`src/rtl/mbox_pkg.sv`:
```
package mbox_pkg;
  typedef enum logic [2:0] {
    RG_NONE,
    RG_OUT,
    RG_IN,
    RG_STAT,
    RG_CTRL
  } rgn_e;
endpackage

```
`src/rtl/mbox_bank.sv`:
```
// Byte-writable mailbox storage: owner port A (write + read), peer port B (read).
module mbox_bank #(
  parameter int NB = 4,
  parameter int DW = 32,
  parameter int IW = 2
) (
  input  logic              clk,
  input  logic              a_we,
  input  logic              a_re,
  input  logic [IW-1:0]     a_idx,
  input  logic [DW/8-1:0]   a_be,
  input  logic [DW-1:0]     a_wdata,
  output logic [DW-1:0]     a_rdata,
  input  logic              b_re,
  input  logic [IW-1:0]     b_idx,
  output logic [DW-1:0]     b_rdata
);
  localparam int BW = DW / 8;

  logic [DW-1:0] mem [NB];

  always_ff @(posedge clk) begin
    if (a_we) begin
      for (int b = 0; b < BW; b++) begin
        if (a_be[b]) mem[a_idx][b*8 +: 8] <= a_wdata[b*8 +: 8];
      end
    end
    if (a_re) a_rdata <= mem[a_idx];
    if (b_re) b_rdata <= mem[b_idx];
  end
endmodule

```
`src/rtl/mbox_flags.sv`:
```
// Shared byte flags. Priority: flag reset, then set, then clear.
module mbox_flags #(
  parameter int NF = 16
) (
  input  logic          clk,
  input  logic          rst,
  input  logic          wipe,
  input  logic [NF-1:0] h_set,
  input  logic [NF-1:0] l_clr,
  input  logic [NF-1:0] l_set,
  input  logic [NF-1:0] h_clr,
  output logic [NF-1:0] h2l,
  output logic [NF-1:0] l2h
);
  always_ff @(posedge clk) begin
    if (rst || wipe) begin
      h2l <= '0;
      l2h <= '0;
    end else begin
      h2l <= h_set | (h2l & ~l_clr);
      l2h <= l_set | (l2h & ~h_clr);
    end
  end
endmodule

```
`src/rtl/mbox_port.sv`:
```
// One side's register decode and read-data path.
module mbox_port
  import mbox_pkg::*;
#(
  parameter int NB = 4,
  parameter int DW = 32,
  parameter int AW = 4,
  parameter int IW = 2
) (
  input  logic                   clk,
  input  logic                   rst,
  input  logic                   wr,
  input  logic                   rd,
  input  logic [AW-1:0]          addr,
  input  logic [DW/8-1:0]        be,
  input  logic                   ctrl_bit,
  input  logic [DW-1:0]          own_rdata,
  input  logic [DW-1:0]          peer_rdata,
  input  logic [DW-1:0]          status,
  output logic                   own_we,
  output logic                   own_re,
  output logic [IW-1:0]          own_idx,
  output logic                   peer_re,
  output logic [IW-1:0]          peer_idx,
  output logic [NB*(DW/8)-1:0]   set_mask,
  output logic [NB*(DW/8)-1:0]   clr_mask,
  output logic                   flag_rst,
  output logic [DW-1:0]          rdata
);
  localparam int BW = DW / 8;
  localparam logic [AW-1:0] A_IN   = AW'(NB);
  localparam logic [AW-1:0] A_STAT = AW'(2 * NB);
  localparam logic [AW-1:0] A_CTRL = AW'(2 * NB + 1);

  rgn_e          rgn;
  rgn_e          sel_q;
  logic [DW-1:0] stat_q;

  always_comb begin
    if (addr < A_IN)        rgn = RG_OUT;
    else if (addr < A_STAT) rgn = RG_IN;
    else if (addr == A_STAT) rgn = RG_STAT;
    else if (addr == A_CTRL) rgn = RG_CTRL;
    else                    rgn = RG_NONE;
  end

  assign own_we   = wr && (rgn == RG_OUT);
  assign own_re   = rd && (rgn == RG_OUT);
  assign peer_re  = rd && (rgn == RG_IN);
  assign own_idx  = IW'(addr);
  assign peer_idx = IW'(addr - A_IN);
  assign flag_rst = wr && (rgn == RG_CTRL) && be[0] && ctrl_bit;

  for (genvar i = 0; i < NB; i++) begin : g_box
    for (genvar b = 0; b < BW; b++) begin : g_lane
      assign set_mask[i*BW+b] = wr && (addr == AW'(i)) && be[b];
      assign clr_mask[i*BW+b] = rd && (addr == AW'(NB + i)) && be[b];
    end
  end

  always_ff @(posedge clk) begin
    if (rst) begin
      sel_q  <= RG_NONE;
      stat_q <= '0;
    end else if (rd) begin
      sel_q <= rgn;
      if (rgn == RG_STAT) stat_q <= status;
    end
  end

  always_comb begin
    case (sel_q)
      RG_OUT:  rdata = own_rdata;
      RG_IN:   rdata = peer_rdata;
      RG_STAT: rdata = stat_q;
      default: rdata = '0;
    endcase
  end
endmodule

```
`src/rtl/mbox_xchg.sv`:
```
module mbox_xchg #(
  parameter int NB = 4,
  parameter int DW = 32,
  parameter int AW = 4
) (
  input  logic            clk,
  input  logic            rst,
  input  logic            h_wr,
  input  logic            h_rd,
  input  logic [AW-1:0]   h_addr,
  input  logic [DW/8-1:0] h_be,
  input  logic [DW-1:0]   h_wdata,
  output logic [DW-1:0]   h_rdata,
  input  logic            l_wr,
  input  logic            l_rd,
  input  logic [AW-1:0]   l_addr,
  input  logic [DW/8-1:0] l_be,
  input  logic [DW-1:0]   l_wdata,
  output logic [DW-1:0]   l_rdata
);
  localparam int BW = DW / 8;
  localparam int NF = NB * BW;
  localparam int IW = (NB > 1) ? $clog2(NB) : 1;

  logic          h_we, h_re, hp_re, l_we, l_re, lp_re;
  logic [IW-1:0] h_idx, hp_idx, l_idx, lp_idx;
  logic [NF-1:0] h_set, h_clr, l_set, l_clr;
  logic          h_frst, l_frst;
  logic [NF-1:0] h2l_flags, l2h_flags;
  logic [DW-1:0] hb_a, hb_b, lb_a, lb_b;
  logic [DW-1:0] h_stat, l_stat;

  assign h_stat = DW'({l2h_flags, h2l_flags});
  assign l_stat = DW'({h2l_flags, l2h_flags});

  mbox_port #(.NB(NB), .DW(DW), .AW(AW), .IW(IW)) u_hport (
    .clk(clk), .rst(rst), .wr(h_wr), .rd(h_rd), .addr(h_addr), .be(h_be),
    .ctrl_bit(h_wdata[0]), .own_rdata(hb_a), .peer_rdata(lb_b), .status(h_stat),
    .own_we(h_we), .own_re(h_re), .own_idx(h_idx), .peer_re(hp_re), .peer_idx(hp_idx),
    .set_mask(h_set), .clr_mask(h_clr), .flag_rst(h_frst), .rdata(h_rdata)
  );

  mbox_port #(.NB(NB), .DW(DW), .AW(AW), .IW(IW)) u_lport (
    .clk(clk), .rst(rst), .wr(l_wr), .rd(l_rd), .addr(l_addr), .be(l_be),
    .ctrl_bit(l_wdata[0]), .own_rdata(lb_a), .peer_rdata(hb_b), .status(l_stat),
    .own_we(l_we), .own_re(l_re), .own_idx(l_idx), .peer_re(lp_re), .peer_idx(lp_idx),
    .set_mask(l_set), .clr_mask(l_clr), .flag_rst(l_frst), .rdata(l_rdata)
  );

  mbox_bank #(.NB(NB), .DW(DW), .IW(IW)) u_hbank (
    .clk(clk), .a_we(h_we), .a_re(h_re), .a_idx(h_idx), .a_be(h_be),
    .a_wdata(h_wdata), .a_rdata(hb_a), .b_re(lp_re), .b_idx(lp_idx), .b_rdata(hb_b)
  );

  mbox_bank #(.NB(NB), .DW(DW), .IW(IW)) u_lbank (
    .clk(clk), .a_we(l_we), .a_re(l_re), .a_idx(l_idx), .a_be(l_be),
    .a_wdata(l_wdata), .a_rdata(lb_a), .b_re(hp_re), .b_idx(hp_idx), .b_rdata(lb_b)
  );

  mbox_flags #(.NF(NF)) u_flags (
    .clk(clk), .rst(rst), .wipe(h_frst || l_frst),
    .h_set(h_set), .l_clr(l_clr), .l_set(l_set), .h_clr(h_clr),
    .h2l(h2l_flags), .l2h(l2h_flags)
  );
endmodule

```
`config.mk`:
```
export PLATFORM = sky130hd
export DESIGN_NAME = mbox_xchg
export DESIGN_NICKNAME = d
export VERILOG_FILES = /design/src/rtl/mbox_pkg.sv /design/src/rtl/mbox_bank.sv /design/src/rtl/mbox_flags.sv /design/src/rtl/mbox_port.sv /design/src/rtl/mbox_xchg.sv
export SDC_FILE = /design/constraint.sdc
export NUM_CORES = 1
export LEC_CHECK = 0
export ABC_CLOCK_PERIOD_IN_PS = 11300
export BUFFER_PORTS_ARGS = -buffer_cell sky130_fd_sc_hd__buf_2
export CAP_MARGIN = 5
export CORE_MARGIN = 4
export CORE_UTILIZATION = 60
export CTS_CLUSTER_DIAMETER = 200
export DETAILED_ROUTE_END_ITERATION = 8
export PLACE_DENSITY_LB_ADDON = 0.1
export RECOVER_POWER = 100
export SYNTH_ARGS = -nofsm -noshare
export SYNTH_HDL_FRONTEND = slang
export SYNTH_HIERARCHICAL = 1
export SYNTH_SLANG_ARGS = --single-unit
```
`constraint.sdc`:
```
create_clock -name clk -period 11.3 [get_ports clk]
set_clock_uncertainty 0.1 [all_clocks]
set_input_delay 2.26 -clock clk [delete_from_list [all_inputs] [get_ports clk]]
set_output_delay 2.26 -clock clk [all_outputs]
set_load 0.005 [all_outputs]
```
==> results of run 1 <==
==> metrics by stage <==
| stage | setup slack [ns] | utilization (%) | hold slack, ns |
|---|---|---|---|
| 6_report | 4.11 | 67.3 | 0.372 |
| 2_1_floorplan | 5.91 | - | 0.345 |
| 5_1_grt | 3.71 | 67.3 | 0.396 |
| 3_3_place_gp | 5.98 | 63.3 | 0.357 |
| 4_1_cts | 5.71 | 68.2 | 0.375 |
| 3_5_place_dp | 5.98 | 63.3 | 0.360 |
==> registers in the layout, summed over array words and instances (netlist names) <==
| signal | count |
|---|---|
| u_hbank/mem | 128 |
| u_lbank/mem | 128 |
| u_hbank/a_rdata | 32 |
| u_hbank/b_rdata | 32 |
| u_hport/stat_q | 32 |
| u_lbank/a_rdata | 32 |
| u_lbank/b_rdata | 32 |
| u_lport/stat_q | 32 |
| u_flags/h2l | 16 |
| u_flags/l2h | 16 |
| u_hport/sel_q | 3 |
| u_lport/sel_q | 3 |
==> synth_stat cells <==
cell	n
a21oi_1	4
and2_1	64
nor2_2	2
nor2b_1	4
and3_1	2
or2b_1	2
buf_4	10
buf_12	6
mux2i_1	66
nand2_1	2
inv_1	36
or2b_2	2
nor3b_1	2
clkbuf_1	40
and4b_1	16
nor2_1	78
nand2b_1	164
a22oi_1	64
nand3_1	2
mux2_2	64
or3b_1	2
buf_8	3
nor4bb_1	8
nand3b_1	4
buf_6	13
edfxtp_1	384
clkbuf_2	2
buf_2	30
and4bb_2	2
a21oi_2	30
dfxtp_1	102
and4_1	10
nor3_2	2
mux4_2	128
a31oi_1	2
o21ai_0	2
or2_1	2
nor3_1	2
==> final cells by class <==
type | instances | area share [%]
multi-input cells | 732 | 30.1
inverters | 36 | 0.563
diodes | 1 | 0.0104
clock inverters | 25 | 1.53
clock buffers | 69 | 5.76
repair buffers | 174 | 3.11
well taps | 461 | 2.40
flip-flops and latches | 486 | 56.5
==> logic make-up (layout without fill, tap and decap cells) <==
kind of cell,Yosys count,in the layout,share of synthesized area (%)
other,0,1,0
AND/OR/NAND/NOR,372,372,10.5
multiplexers,258,258,19.6
buffers and inverters,140,304,3.83
flip-flops,486,486,62.5
AO/OA/AOI/OAI,102,102,3.62
==> critical path, cell delays in order, from the launching register on <==
cell and delay (ns):
dfxtp_1 0.31, clkbuf_1 1.48, nor2b_1 0.98, clkbuf_1 0.79, a22oi_1 0.21, nor2_1 0.27
clkbuf_2 0.17
==> layer usage <==
metal  share of wire (%)  vias up
li1                    -     5424
met5                   0        -
met1                  39     6506
met4                 4.5        0
met3                 8.2       94
met2                  49      565
==> how the worst min path moves through the flow <==
stage                               startpoint                         endpoint  depth (start not counted)  slack, ns
6_report       u_hport/stat_q[26]$_SDFFE_PP0P_  u_hport/stat_q[26]$_SDFFE_PP0P_                          2       0.37
5_1_grt         u_hport/stat_q[8]$_SDFFE_PP0P_   u_hport/stat_q[8]$_SDFFE_PP0P_                          2       0.40
4_1_cts        u_hport/stat_q[28]$_SDFFE_PP0P_  u_hport/stat_q[28]$_SDFFE_PP0P_                          2       0.38
3_5_place_dp   u_lport/stat_q[21]$_SDFFE_PP0P_  u_lport/stat_q[21]$_SDFFE_PP0P_                          2       0.36
3_3_place_gp    u_hport/stat_q[4]$_SDFFE_PP0P_   u_hport/stat_q[4]$_SDFFE_PP0P_                          2       0.36
2_1_floorplan   u_hport/stat_q[0]$_SDFFE_PP0P_   u_hport/stat_q[0]$_SDFFE_PP0P_                          2       0.35
==> power by group <==
group	internal (uW)	switching, uW	total (uW)
Combinational	96.7	139	236
Clock	1050	697	1740
Sequential	1950	11.4	1960
Total	3100	848	3940
==> flow_summary_export.csv, run 1 <==
group,metric,value,unit
placement,dpl.hpwl,40.6,mm
timing,final.setup.tns,0,ns
timing,final.min_clock_period,7.19,ns
timing,rsz0062_at_grt,"false",
cells_and_area,final_common_cell,"edfxtp_1",
drt,routed_wirelength,58.4,mm
power_and_ir_drop,ir_worst_vdd,0.149,mV
setup_path,crit_path_start,"u_hport/sel_q[1]$_SDFFE_PP0P_",
outcome,status,"finished, violations left",
floorplan,die_w,198,um
cells_and_area,n_fill_cell,2564,
flow_run,drv_cap,14,
floorplan,core,0.0357,mm2
clocking,post-cts-setup-buffer-count,0,
clocking,ctsHoldBuffers,0,
global_route,overflow,0,
drt,drcViolationCount,0,
cells_and_area,final_area,0.0240,mm2
hold_path,hold_path_class,"flip-flop to flip-flop",
power_and_ir_drop,p_per_area,164,mW/mm2
synth,yosys_warnings,6,
setup_path,crit_required,8.94,ns
synth,synth_area,0.0217,mm2
setup_path,rr_startpoint,"u_hport/sel_q[1]$_SDFFE_PP0P_",
clocking,root_buffer,"clkbuf_16",
synth,syn_area_per_cell,16.0,um2
setup_path,r2r_cells,3,
floorplan,die-area,0.0393,mm2
synth,yosysUniqueCellTypes,38,
timing,fmax,139,MHz
clocking,numCtsBuffers,50,
placement,gp_congestion,0.894,
synth,yosysTopAreaCellShare,53.1,%
cells_and_area,multi_input_area,0.00722,mm2
drt,num_vias,12600,
synth,yosysSeqAreaShare,62.5,%
timing,fin_crit_sh,63.6,%
global_route,track_usage,30.2,%
timing,tightest_slew,3.57,ns
global_route,busiest_layer,"met2",
synth,synth_area_leaders,"edfxtp_1, mux4_2, dfxtp_1",
cells_and_area,nets,1566,
setup_path,critPathKind,"flip-flop to primary output",
placement,place_area,0.0226,mm2
global_route,use_met1,41.8,%
floorplan,start_util,61.0,%
power_and_ir_drop,p_leak,0.00771,uW
clocking,clock_path_buffers,3,
placement,place_inst,1887,
setup_path,r2r_setup_slack,8.99,ns
global_route,grtUsageMet3,5.04,%
setup_path,crit_end,"h_rdata[29]",
setup_path,path_max_fanout,34,
global_route,grtUsageMet2,48.4,%
setup_path,startpoint_type,"flip-flop",
synth,yosysTopAreaCell,"edfxtp_1",
power_and_ir_drop,power,3940,uW
global_route,antenna_found_initial,1,
clocking,cts_tree,"built",
drt,ant_nets,0,
cells_and_area,fin_cells,1984,
placement,port_buffers,149,
clocking,htreeDepth,2,
clocking,post_cts_resized,0,
cells_and_area,final_cell_mix,"edfxtp_1, nand2b_1, clkbuf_1",
synth,syn_nets,1444,
timing,slew_violations,445,
synth,netlist_instances,1358,
setup_path,reg2reg_to,"u_hport/sel_q[1]$_SDFFE_PP0P_",
clocking,insertion_delay,0.60,ns
cells_and_area,drive_gt1_share,20.8,%
clocking,clk_pin_slew,0.06,ns
drt,wl_per_cell,29.4,um
drt,drt-pass1-iter-count,5,
setup_path,crit_arrival,4.83,ns
timing,hold_viol,0,
timing,slew_headroom,-138,%
drt,avgViaCountPerCell,6.35,
outcome,failed_checks,"max-capacitance violations, max-slew violations",
global_route,grt_max_degree,136,
clocking,clock-sinks,486,
floorplan,ioPinCount,150,
synth,ys_ff_latch,486,
floorplan,rows,69,
setup_path,end_kind,"primary output",
global_route,grt_pass1_vias,12600,
timing,final-setup-viol-count,0,
cells_and_area,regArea,0.0136,mm2
floorplan,die_h,198,um
global_route,grt_pass1_wl,84.9,mm
drt,drtIter0Drc,1452,
cells_and_area,area_growth,10.4,%
(Power assumes the default switching activity.)
==> run 2, diff against run 1 <==
- ABC_CLOCK_PERIOD_IN_PS: 11300 -> 7100
- clock period: 11.3 -> 7.1 ns (I/O delays scaled with it)
==> run 2 against run 1 <==
The run still ends with max-capacitance violations, max-slew violations left. Combinational power grew 60%. Non-clock buffer count shrank 1. Register-to-register slack lost 4.0 ns. Clock-buffer cell count grew 1. Cell count shrank 0.30%. Wire length grew 0.97%. Largest cell class unchanged. Highest routed layer is now met5.
==> flow_summary_export.csv, run 2 (synthesis gave the netlist of run 1 again) <==
group,metric,value,unit
clocking,post-cts-setup-buffer-count,0,
timing,fmax,176,MHz
setup_path,crit_arrival,4.15,ns
cells_and_area,final_common_cell,"edfxtp_1",
global_route,grt_pass1_vias,12400,
clocking,root_buffer,"clkbuf_16",
setup_path,end_kind,"primary output",
setup_path,startpoint_type,"flip-flop",
timing,final.setup.tns,0,ns
cells_and_area,final_cell_mix,"edfxtp_1, nand2b_1, clkbuf_1",
placement,dp_slack,3.10,ns
timing,fin_crit_sh,79.8,%
floorplan,die_h,198,um
placement,dpl.hpwl,41.4,mm
drt,drcViolationCount,0,
clocking,numCtsBuffers,49,
clocking,post_cts_resized,0,
floorplan,die-area,0.0393,mm2
drt,drtIter0Drc,1329,
setup_path,critPathBufInv,3,
drt,routed_wirelength,59.0,mm
timing,slew_violations,543,
setup_path,crit_required,5.58,ns
timing,tightest_slew,4.30,ns
cells_and_area,area_growth,9.66,%
power_and_ir_drop,ir_worst_vdd,0.222,mV
cells_and_area,final_area,0.0238,mm2
floorplan,rows,69,
clocking,insertion_delay,0.58,ns
global_route,grt_pass1_wl,85.2,mm
placement,port_buffers,149,
setup_path,path_delay_family,"buffers and inverters",
clocking,clk_pin_slew,0.06,ns
setup_path,critPathKind,"flip-flop to primary output",
floorplan,die_w,198,um
setup_path,slowest_delay,1.30,ns
floorplan,start_util,61.0,%
drt,wl_per_cell,29.8,um
setup_path,path_cells,"clkbuf_1, nor2b_1, buf_4, a22oi_1, nor2_1, clkbuf_1",
floorplan,core,0.0357,mm2
placement,place_area,0.0226,mm2
clocking,ctsHoldBuffers,0,
clocking,clock-sinks,486,
cells_and_area,nets,1564,
drt,num_vias,12600,
cells_and_area,antenna_cells,0,
setup_path,slowest_stage,"clkbuf_1",
outcome,failed_checks,"max-capacitance violations, max-slew violations",
placement,gp_congestion,0.884,
timing,slew_headroom,-187,%
timing,final-setup-viol-count,0,
floorplan,ioPinCount,150,
timing,hold_viol,0,
power_and_ir_drop,p_per_area,249,mW/mm2
drt,ant_nets,0,
hold_path,hold_path_class,"flip-flop to flip-flop",
drt,drt-pass1-iter-count,6,
drt,avgViaCountPerCell,6.36,
clocking,htreeDepth,2,
clocking,cts_tree,"built",
setup_path,crit_top_cell,"clkbuf_1",
power_and_ir_drop,p_leak,0.00757,uW
clocking,clock_path_buffers,3,
cells_and_area,drive_gt1_share,22.3,%
flow_run,drv_cap,15,
global_route,overflow,0,
cells_and_area,top_regs,"u_hbank/mem (128), u_lbank/mem (128)",
timing,final.min_clock_period,5.67,ns
timing,rsz0062_at_grt,"false",
setup_path,path_max_fanout,34,
global_route,track_usage,30.3,%
global_route,antenna_found_initial,2,
outcome,status,"finished, violations left",
global_route,grt_max_degree,135,
timing,fin_ws,1.43,ns
run 2: cell count changes in the layout (fill, tap and decap cells not counted), sizes merged:
| cell | delta |
|---|---|
| buf | -1 |
| bufinv | -7 |
| clkbuf | +1 |
| clkinv | +2 |
| clkinvlp | +1 |
| diode | -1 |
| inv | -1 |
run 2: cell type report:
cell class | count | area, um2
Fill cell | 2502 | 11800
Multi-Input combinational cell | 732 | 7320
Sequential cell | 486 | 13600
Clock inverter | 20 | 146
Tap cell | 461 | 577
Inverter | 36 | 135
Clock buffer | 70 | 1350
Timing Repair Buffer | 173 | 729
run 2: path summary, 6_finish.rpt:
check	startpoint	endpoint	slack, ns	cells after the start
setup / recovery	u_lport/sel_q[0]$_SDFFE_PP0P_	l_rdata[28]	1.43	6
hold / removal	u_lport/stat_q[5]$_SDFFE_PP0P_	u_lport/stat_q[5]$_SDFFE_PP0P_	0.37	2
setup reg to reg	u_lport/sel_q[0]$_SDFFE_PP0P_	u_lport/sel_q[0]$_SDFFE_PP0P_	4.95	3
hold reg to reg	u_lport/stat_q[5]$_SDFFE_PP0P_	u_lport/stat_q[5]$_SDFFE_PP0P_	0.37	2
run 2: where the power goes:
group          internal (uW)  leakage (uW)  switching (uW)
Sequential              3110       0.00430            18.7
Combinational            154       0.00253             223
Clock                   1370      0.000736            1060
run 2: layer usage:
layer	vias up	GRT usage, %	wire [um]
met4	4	10.9	2170
li1	5415	-	-
met3	88	4.70	4790
met1	6504	42.2	22800
met2	572	49.3	29200
met5	-	0	21
run 2: worst min-delay path, cell delays in order (launching register included):
cell,delay [ns]
dfxtp_1,0.31
nand2b_1,0.06
mux2i_1,0.06
run 2: per-stage QoR:
stage / std cells / hold slack [ns] / power [uW] / utilization [%]
2_1_floorplan: 1358 / 0.345 / 3420 / -
3_5_place_dp: 1888 / 0.361 / 3570 / 63.3
6_report: 1978 / 0.374 / 5930 / 66.8
3_3_place_gp: 1888 / 0.355 / 3560 / 63.3
5_1_grt: 1978 / 0.395 / 6110 / 66.8
4_1_cts: 1978 / 0.376 / 5960 / 67.5
==> run 3, diff against run 2 <==
- ABC_CLOCK_PERIOD_IN_PS: 7100 -> 4610
- CORE_UTILIZATION: 60 -> 55
- clock period: 7.1 -> 4.61 ns (I/O delays scaled with it)
==> run 3 against run 2 <==
The flow still finishes with violations (max-capacitance violations, max-slew violations). Clock power rose by 65%. Wire length fell by 0.56%. Largest cell class unchanged. Final area rose by 0.62%. Power rose by 58%. Critical path depth did not move. Hold slack improved by 0.0030 ns.
==> flow_summary_export.csv, run 3 (synthesis gave the netlist of run 1 again) <==
group,metric,value,unit
cells_and_area,drive_gt1_share,20.7,%
clocking,post-cts-setup-buffer-count,0,
clocking,htreeDepth,2,
floorplan,ioPinCount,150,
setup_path,startpoint_type,"flip-flop",
drt,routed_wirelength,58.6,mm
cells_and_area,utilization,61.8,%
timing,slew_headroom,-56.1,%
drt,avgViaCountPerCell,6.07,
timing,final.min_clock_period,4.11,ns
floorplan,die-area,0.0428,mm2
setup_path,crit_arrival,3.09,ns
outcome,failed_checks,"max-capacitance violations, max-slew violations",
placement,place_area,0.0227,mm2
drt,drt-pass1-iter-count,6,
global_route,antenna_found_initial,1,
cells_and_area,final_area,0.0240,mm2
placement,gp_congestion,0.907,
global_route,overflow,0,
placement,port_buffers,149,
setup_path,rr_startpoint,"u_hport/sel_q[1]$_SDFFE_PP0P_",
global_route,grt_pass1_wl,83.6,mm
clocking,post_cts_resized,0,
cells_and_area,top_regs,"u_hbank/mem (128), u_lbank/mem (128)",
timing,fin_crit_sh,89.2,%
power_and_ir_drop,ir_worst_vdd,0.302,mV
timing,hold_viol,0,
outcome,status,"finished, violations left",
power_and_ir_drop,p_comb_share,5.9,%
global_route,grt_max_degree,75,
hold_path,hold_path_class,"flip-flop to flip-flop",
power_and_ir_drop,clkPwrFrac,42.7,%
cells_and_area,area_growth,10.3,%
setup_path,crit_required,3.59,ns
power_and_ir_drop,p_per_area,391,mW/mm2
clocking,insertion_delay,0.60,ns
flow_run,drv_cap,12,
timing,fmax,243,MHz
floorplan,core,0.0388,mm2
clocking,clk_pin_slew,0.06,ns
timing,slew_violations,340,
timing,tightest_slew,2.34,ns
clocking,clock-sinks,486,
setup_path,crit_path_start,"u_lport/sel_q[0]$_SDFFE_PP0P_",
floorplan,start_util,56.0,%
cells_and_area,final_cell_mix,"edfxtp_1, nand2b_1, clkbuf_1",
drt,drtIter0Drc,1047,
placement,dpl.hpwl,41.2,mm
hold_path,hp-start,"u_hport/stat_q[28]$_SDFFE_PP0P_",
floorplan,die_h,207,um
setup_path,reg2reg_to,"u_hport/sel_q[1]$_SDFFE_PP0P_",
global_route,track_usage,27.5,%
global_route,grt_pass1_vias,12200,
drt,drcViolationCount,0,
setup_path,critPathKind,"flip-flop to primary output",
clocking,clock_path_buffers,3,
power_and_ir_drop,intPower,7370,uW
timing,fin_ws,0.500,ns
timing,final.setup.tns,0,ns
hold_path,whs_path_depth,2,
floorplan,rows,72,
power_and_ir_drop,p_leak,0.00772,uW
drt,wl_per_cell,28.8,um
hold_path,min_to,"u_hport/stat_q[28]$_SDFFE_PP0P_",
setup_path,r2r_cells,3,
timing,final-setup-viol-count,0,
power_and_ir_drop,seq_power_share,51.5,%
setup_path,path_max_fanout,34,
cells_and_area,final_common_cell,"edfxtp_1",
drt,num_vias,12400,
timing,rsz0062_at_grt,"false",
power_and_ir_drop,p_sw_share,21.4,%
power_and_ir_drop,p_sw,2010,uW
cells_and_area,nets,1566,
clocking,cts_tree,"built",
clocking,root_buffer,"clkbuf_16",
clocking,ctsHoldBuffers,0,
floorplan,die_w,207,um
clocking,numCtsBuffers,51,
power_and_ir_drop,power,9370,uW
drt,ant_nets,0,
setup_path,end_kind,"primary output",
setup_path,r2r_setup_slack,2.98,ns
placement,dp_slack,1.13,ns
==> run 3: how the worst max path moves through the flow <==
stage,endpoint,depth (start not counted)
floorplan,u_hbank/a_rdata[0]$_DFFE_PP_,2
global placement,u_hbank/mem[0][4]$_DFFE_PP_,4
detailed placement,u_lbank/mem[0][19]$_DFFE_PP_,4
CTS,l_rdata[22],6
global route,l_rdata[13],6
finish,l_rdata[13],6
==> run 3: area by class of cell <==
cell class | instances | area (um2)
Fill cell | 2960 | 14800
Sequential cell | 486 | 13600
Multi-Input combinational cell | 732 | 7230
Clock buffer | 67 | 1360
Timing Repair Buffer | 173 | 782
Tap cell | 518 | 648
Clock inverter | 25 | 253
Inverter | 36 | 135
Antenna cell | 2 | 5.00
==> run 3: metrics by stage <==
stage,cells,hold slack (ns)
6_report,2039,0.377
5_1_grt,2037,0.388
4_1_cts,2037,0.374
3_5_place_dp,1945,0.360
3_3_place_gp,1945,0.354
2_1_floorplan,1358,0.345
==> run 3: critical path, cell delays in order (launching register included) <==
cell,delay (ns)
dfxtp_1,0.30
clkbuf_2,0.44
nor2b_2,0.93
buf_4,0.34
a22oi_1,0.17
nor2_1,0.16
clkbuf_1,0.13
==> run 3: per-layer routing <==
metal | part of all wire (%) | wire [um] | GRT usage (%) | up-vias
met1 | 42 | 24600 | 39.2 | 6407
met2 | 49 | 28500 | 44.4 | 481
met3 | 6.7 | 3910 | 4.75 | 83
met4 | 2.8 | 1660 | 7.81 | 2
met5 | 0.027 | 16 | 0 | -
li1 | - | - | - | 5412
==> run 3: power groups by stage <==
stage / sequential [uW] / combinational (uW) / clock (uW)
finish: 4820 / 549 / 4000
global placement: 4910 / 560 / 0
global route: 4820 / 586 / 4270
detailed placement: 4910 / 570 / 0
floorplan: 4890 / 369 / 0
CTS: 4820 / 571 / 4070
